<file path="src/rtl/adc_seq_pkg.sv">
package adc_seq_pkg;
    typedef enum logic [1:0] {
        ST_IDLE   = 2'd0,
        ST_STROBE = 2'd1,
        ST_WAIT   = 2'd2,
        ST_READ   = 2'd3
    } adc_seq_state_e;
endpackage

</file>
<file path="src/rtl/adc_seq_sync.sv">
module adc_seq_sync #(
    parameter int N = 4
) (
    input  logic         clk,
    input  logic         rst_n,
    input  logic [N-1:0] d_i,
    output logic [N-1:0] q_o
);
    for (genvar g = 0; g < N; g++) begin : g_bit
        logic [1:0] stage_q;
        always_ff @(posedge clk or negedge rst_n) begin
            if (!rst_n) stage_q <= '0;
            else        stage_q <= {stage_q[0], d_i[g]};
        end
        assign q_o[g] = stage_q[1];
    end
endmodule

</file>
<file path="src/rtl/adc_seq_shift.sv">
module adc_seq_shift #(
    parameter int W = 16
) (
    input  logic         clk,
    input  logic         rst_n,
    input  logic         clr_i,
    input  logic         en_i,
    input  logic         bit_i,
    output logic [W-1:0] word_o,
    output logic         full_o
);
    localparam int NW = $clog2(W + 1);

    typedef struct packed {
        logic [W-1:0]  word;
        logic [NW-1:0] cnt;
        logic          full;
    } shf_t;

    shf_t q, d;

    always_comb begin
        d      = q;
        d.full = 1'b0;
        if (clr_i) begin
            d.cnt = '0;
        end else if (en_i && (q.cnt < NW'(W))) begin
            d.word = {q.word[W-2:0], bit_i};
            d.cnt  = q.cnt + 1'b1;
            d.full = (q.cnt == NW'(W - 1));
        end
    end

    always_ff @(posedge clk or negedge rst_n) begin
        if (!rst_n) q <= '0;
        else        q <= d;
    end

    assign word_o = q.word;
    assign full_o = q.full;
endmodule

</file>
<file path="src/rtl/adc_seq_fmt.sv">
module adc_seq_fmt #(
    parameter int W = 16
) (
    input  logic [W-1:0] raw_i,
    input  logic         straight_i,
    output logic [W-1:0] coded_o
);
    always_comb begin
        coded_o        = raw_i;
        coded_o[W-1]   = raw_i[W-1] ^ straight_i;
    end
endmodule

</file>
<file path="src/rtl/adc_seq_top.sv">
module adc_seq_top
    import adc_seq_pkg::*;
#(
    parameter int DATA_W       = 16,
    parameter int STROBE_CYC   = 8,
    parameter int SPACING_CYC  = 1250,
    parameter int BUSY_TMO_CYC = 1100,
    parameter int RCLK_HALF    = 4
) (
    input  logic              clk,
    input  logic              rst_n,
    input  logic              start_req,
    input  logic              use_ext_clk,
    input  logic              fmt_straight,
    input  logic              pwr_down_req,
    input  logic              adc_busy,
    input  logic              adc_dclk_in,
    input  logic              adc_data,
    input  logic              adc_sync,
    output logic              adc_rc_n,
    output logic              adc_cs_n,
    output logic              adc_dclk_out,
    output logic              adc_pwrd,
    output logic [DATA_W-1:0] result,
    output logic              result_valid,
    output logic              busy_timeout_err,
    output logic              strobe_violation
);
    localparam int MAX_A = (STROBE_CYC > BUSY_TMO_CYC) ? STROBE_CYC : BUSY_TMO_CYC;
    localparam int MAX_C = (MAX_A > RCLK_HALF) ? MAX_A : RCLK_HALF;
    localparam int CW    = $clog2(MAX_C + 1);
    localparam int GW    = $clog2(SPACING_CYC + 1);
    localparam int EW    = $clog2(DATA_W + 4);

    typedef struct packed {
        adc_seq_state_e    st;
        logic [CW-1:0]     cnt;
        logic [GW-1:0]     gap;
        logic [EW-1:0]     edges;
        logic [DATA_W-1:0] res;
        logic              pend;
        logic              rc_n;
        logic              cs_n;
        logic              dclk;
        logic              armed;
        logic              ext;
        logic              seen_low;
        logic              busy_prev;
        logic              dclk_prev;
        logic              valid;
        logic              tmo;
        logic              viol;
        logic              pwrd;
    } seq_t;

    seq_t q, d;

    logic [3:0]        sync_in, sync_out;
    logic              busy_s, dclk_s, data_s, mark_s;
    logic              shift_en, shift_clr, shift_full;
    logic [DATA_W-1:0] shift_word, coded_word;

    assign sync_in = {adc_sync, adc_data, adc_dclk_in, adc_busy};

    adc_seq_sync #(.N(4)) u_sync (
        .clk  (clk),
        .rst_n(rst_n),
        .d_i  (sync_in),
        .q_o  (sync_out)
    );

    assign busy_s = sync_out[0];
    assign dclk_s = sync_out[1];
    assign data_s = sync_out[2];
    assign mark_s = sync_out[3];

    adc_seq_shift #(.W(DATA_W)) u_shift (
        .clk   (clk),
        .rst_n (rst_n),
        .clr_i (shift_clr),
        .en_i  (shift_en),
        .bit_i (data_s),
        .word_o(shift_word),
        .full_o(shift_full)
    );

    adc_seq_fmt #(.W(DATA_W)) u_fmt (
        .raw_i     (shift_word),
        .straight_i(fmt_straight),
        .coded_o   (coded_word)
    );

    always_comb begin
        d           = q;
        d.valid     = 1'b0;
        d.tmo       = 1'b0;
        d.viol      = 1'b0;
        d.pwrd      = pwr_down_req;
        d.busy_prev = busy_s;
        d.dclk_prev = dclk_s;
        shift_en    = 1'b0;
        shift_clr   = 1'b0;

        if (start_req)       d.pend = 1'b1;
        if (q.gap != '0)     d.gap  = q.gap - 1'b1;
        if (!busy_s)         d.seen_low = 1'b1;
        if (busy_s && !q.busy_prev && !q.rc_n && !q.cs_n) d.viol = 1'b1;
        if (shift_full) begin
            d.res   = coded_word;
            d.valid = 1'b1;
        end

        unique case (q.st)
            ST_IDLE: begin
                if ((q.pend || start_req) && !q.pwrd && (q.gap == '0)) begin
                    d.pend     = 1'b0;
                    d.st       = ST_STROBE;
                    d.rc_n     = 1'b0;
                    d.cs_n     = 1'b0;
                    d.cnt      = CW'(STROBE_CYC - 1);
                    d.gap      = GW'(SPACING_CYC - 1);
                    d.seen_low = 1'b0;
                    d.ext      = use_ext_clk;
                    shift_clr  = 1'b1;
                end
            end
            ST_STROBE: begin
                if (!q.ext && dclk_s && !q.dclk_prev) shift_en = 1'b1;
                if (q.cnt == '0) begin
                    d.rc_n = 1'b1;
                    d.st   = ST_WAIT;
                end else begin
                    d.cnt = q.cnt - 1'b1;
                end
            end
            ST_WAIT: begin
                if (!q.ext && dclk_s && !q.dclk_prev) shift_en = 1'b1;
                if (busy_s && q.seen_low) begin
                    if (q.ext) begin
                        d.st    = ST_READ;
                        d.cnt   = '0;
                        d.edges = '0;
                        d.armed = 1'b0;
                        d.dclk  = 1'b0;
                    end else begin
                        d.st   = ST_IDLE;
                        d.cs_n = 1'b1;
                    end
                end else if (q.cnt == CW'(BUSY_TMO_CYC - 1)) begin
                    d.tmo  = 1'b1;
                    d.st   = ST_IDLE;
                    d.cs_n = 1'b1;
                    d.rc_n = 1'b1;
                end else begin
                    d.cnt = q.cnt + 1'b1;
                end
            end
            ST_READ: begin
                if (shift_full) begin
                    d.st   = ST_IDLE;
                    d.cs_n = 1'b1;
                    d.dclk = 1'b0;
                end else if (q.cnt == CW'(RCLK_HALF - 1)) begin
                    d.cnt  = '0;
                    d.dclk = !q.dclk;
                    if (!q.dclk) begin
                        d.edges = q.edges + 1'b1;
                        if (q.edges == EW'(DATA_W + 2)) begin
                            d.st   = ST_IDLE;
                            d.cs_n = 1'b1;
                            d.dclk = 1'b0;
                        end else if (q.armed) begin
                            shift_en = 1'b1;
                        end else if (mark_s) begin
                            d.armed = 1'b1;
                        end
                    end
                end else begin
                    d.cnt = q.cnt + 1'b1;
                end
            end
            default: d.st = ST_IDLE;
        endcase
    end

    always_ff @(posedge clk or negedge rst_n) begin
        if (!rst_n) begin
            q      <= '0;
            q.rc_n <= 1'b1;
            q.cs_n <= 1'b1;
        end else begin
            q <= d;
        end
    end

    assign adc_rc_n         = q.rc_n;
    assign adc_cs_n         = q.cs_n;
    assign adc_dclk_out     = q.dclk;
    assign adc_pwrd         = q.pwrd;
    assign result           = q.res;
    assign result_valid     = q.valid;
    assign busy_timeout_err = q.tmo;
    assign strobe_violation = q.viol;
endmodule

</file>
<file path="config.mk">
export PLATFORM = sky130hd
export DESIGN_NAME = adc_seq_top
export DESIGN_NICKNAME = d
export VERILOG_FILES = /design/src/rtl/adc_seq_pkg.sv /design/src/rtl/adc_seq_sync.sv /design/src/rtl/adc_seq_shift.sv /design/src/rtl/adc_seq_fmt.sv /design/src/rtl/adc_seq_top.sv
export SDC_FILE = /design/constraint.sdc
export NUM_CORES = 1
export LEC_CHECK = 0
export CORE_UTILIZATION = 60
export DETAILED_ROUTE_END_ITERATION = 8
export PLACE_DENSITY = 0.79
export SYNTH_ARGS = -nofsm -noshare
export SYNTH_HDL_FRONTEND = slang
export SYNTH_SLANG_ARGS = --single-unit
</file>
<file path="constraint.sdc">
create_clock -name clk -period 6.1 [get_ports clk]
set_input_delay 1.22 -clock clk [delete_from_list [all_inputs] [get_ports clk]]
set_output_delay 1.22 -clock clk [all_outputs]
set_load 0.02 [all_outputs]
</file>
==> results.json <==
{
  "status": "finished, final reports clean",
  "htreeDepth": 3,
  "synth-edff-count": 0,
  "final_max_slew_viol_count": 0,
  "dieHeight_um": 90.0,
  "cts-resized-gates": 0,
  "fillerInstances": 552,
  "worstSkewPairLatency_ps": 370,
  "path_class": "in -> reg",
  "synth-async-reset-ratio": 1.00,
  "finalSetupTns_ps": 0,
  "die_area_um2": 8090,
  "yosys_warnings": 0,
  "clkSinkCount": 88,
  "synth_flop_cell": "dfrtp_1",
  "rsz0062_at_grt": "no",
  "synth_area_leader_cell": "dfrtp_1",
  "synthDistinctLibCells": 71,
  "detail_route.wl_per_cell_um": 17.8,
  "slew_headroom": 0.289,
  "synth_nets": 449,
  "worstPathMaxFanout": 11,
  "synth.top_cell.area_share": 0.463,
  "vdd_drop_max_v": 0.000221,
  "p_int_mw": 0.957,
  "muxShareOfSynthArea": 0.0992,
  "finalCritPeriodShare": 0.518,
  "final_antenna_net_count": 0,
  "clk_pin_slew_ps": 80,
  "portBuffers": 32,
  "post_layout_nonfiller_instances": 541,
  "grt_max_degree": 53,
  "start_util": 0.630,
  "place_area_um2": 4890,
  "synth_top_cells_by_count": "dfrtp_1 (86), nand2_1 (27), nor2_1 (27)",
  "setup_ws_ps": 2940,
  "yosysSeqAreaShare": 0.475,
  "drc": 0,
  "required_ps": 6350,
  "syn_to_final_growth_pct": 10.5,
  "synthTopCellsByArea": "dfrtp_1 (46%), mux2_2 (5.3%), ha_1 (3.8%), mux2_4 (3.2%), buf_4 (2.7%)",
  "hold_depth": 0,
  "finalHoldViolCount": 0,
  "ctsHoldBuffers": 0,
  "vias": 3375,
  "seqPwrFrac": 0.485,
  "synth_top_family_by_area": "simple AND/OR/NAND/NOR gates",
  "postLayoutCellArea_um2": 5130,
  "synth.avg_cell_area_um2": 10.9,
  "rows": 31,
  "setup_violations": 0,
  "tritoncts": "done",
  "power_density_nw_per_um2": 258,
  "grtUsageTotal": 0.261,
  "combPwrFrac": 0.145,
  "drtIter0Drc": 289,
  "fin_nets": 462,
  "place_ws_ps": 2630,
  "cp-end-kind": "register",
  "antenna_cells": 0,
  "chipWidth_um": 90.0,
  "fmax_mhz": 316,
  "synthSimpleGateAreaFrac": 0.153,
  "switching_share": 0.277,
  "worst_pin_slew_ps": 1070,
  "grt_overflow": 0,
  "ios": 33,
  "clock-root-buffer": "clkbuf_8",
  "vias_per_cell": 6.24,
  "synth-adder-area-share": 0.0377,
  "synthXorXnorAreaFrac": 0.0226,
  "min_path_type": "reg -> reg",
  "place.gp.congestion": 0.852,
  "synth_seq_cells": 88,
  "clkPwrFrac": 0.369,
  "power_mw": 1.32,
  "synth_compound_area_frac": 0.151,
  "core-area_um2": 7370,
  "cts_made_buffers": 9,
  "worstSetupStartpointType": "input pin",
  "drt-pass1-iter-count": 5,
  "hpwlAfterDp_um": 6510,
  "worstRegToRegCells": 7,
  "grt_antenna_before_repair": 0,
  "utilization": 0.696,
  "netlist_area_um2": 4640,
  "hold-worst-slack_ps": 354,
  "skew_ps": 15.1,
  "synth_most_common_cell": "dfrtp_1",
  "p_leak_nw": 2.24,
  "p_sw_mw": 0.366,
  "placed_cells": 526,
  "drive_gt1_frac": 0.149,
  "post_cts_buffers": 0,
  "postSynthCellCount": 425,
  "cap_violations": 0,
  "crit_arrival_ps": 3410,
  "grt_first_pass_wirelength_um": 16700,
  "min_period_ps": 3160,
  "grt_pass1_vias": 3445,
  "clock_path_buffers": 2,
  "wl_um": 9610
}
[worst max-delay path, cell delays in order]
cell and delay [ps]:
clkdlybuf4s50_1 460, nor2_1 70, nor3b_1 550, a21bo_1 440, nand2_1 280, o41ai_1 390
[kinds of logic (layout without fill, tap and decap cells)]
family,count (synthesis),count (layout)
buf+inv,52,69
compound gates,99,99
fa+ha+maj,14,14
flops,88,88
xor+xnor,12,12
mux,38,38
simple gates,122,122
[registers in the layout, summed over array words and instances (netlist names), 5 cells and up]
name / flops
u_sync.g_bit.stage_q: 8
u_shift.q: 5
q: 35
u_shift.word_o: 16
result: 16
[layout make-up]
cell class	count	area [um^2]	share of cell area
Clock buffer	9	124	0.0241
Clock inverter	6	118	0.0229
Timing Repair Buffer	34	333	0.0648
Inverter	20	75.1	0.0146
Sequential cell	88	2200	0.430
Multi-Input combinational cell	285	2150	0.420
Tap cell	99	124	0.0241
[power groups by stage]
stage / clock, mW / sequential [mW] / combinational (mW)
2_1_floorplan: 0 / 0.641 / 0.133
3_3_place_gp: 0 / 0.650 / 0.188
3_5_place_dp: 0 / 0.652 / 0.190
4_1_cts: 0.496 / 0.641 / 0.192
5_1_grt: 0.520 / 0.646 / 0.213
6_report: 0.489 / 0.642 / 0.192
[metal layers]
layer	global-route usage	share of wire	vias to the layer above
met5	0	0	-
met4	0.106	0.017	0
li1	-	-	1569
met3	0.0440	0.060	18
met2	0.433	0.48	126
met1	0.341	0.44	1662
[worst paths after layout]
check                                      startpoint                    endpoint  slack [ps]
setup / recovery                            start_req                       q[53]        2940
setup reg to reg                                q[34]                       q[53]        3140
hold / removal             u_sync.g_bit[1].stage_q[0]  u_sync.g_bit[1].stage_q[1]         350
hold reg to reg            u_sync.g_bit[1].stage_q[0]  u_sync.g_bit[1].stage_q[1]         350
min in group asynchronous                       rst_n                       q[55]         800
max in group asynchronous                       rst_n  u_sync.g_bit[2].stage_q[1]        4290
[cell usage in the layout, fill, tap and decap left out, types with 8 or more instances in the layout]
cell type / instances
nand3_1: 12
clkbuf_8: 9
nand2_1: 27
mux2_4: 10
ha_1: 14
nor2_1: 27
o31ai_1: 9
mux2_2: 22
o211ai_1: 8
o21ai_0: 15
clkdlybuf4s50_1: 31
dfrtp_1: 86
inv_1: 19
nand4_1: 8
a21oi_1: 17
nor3_1: 9
No activity file was read; power rests on OpenSTA's default activity.
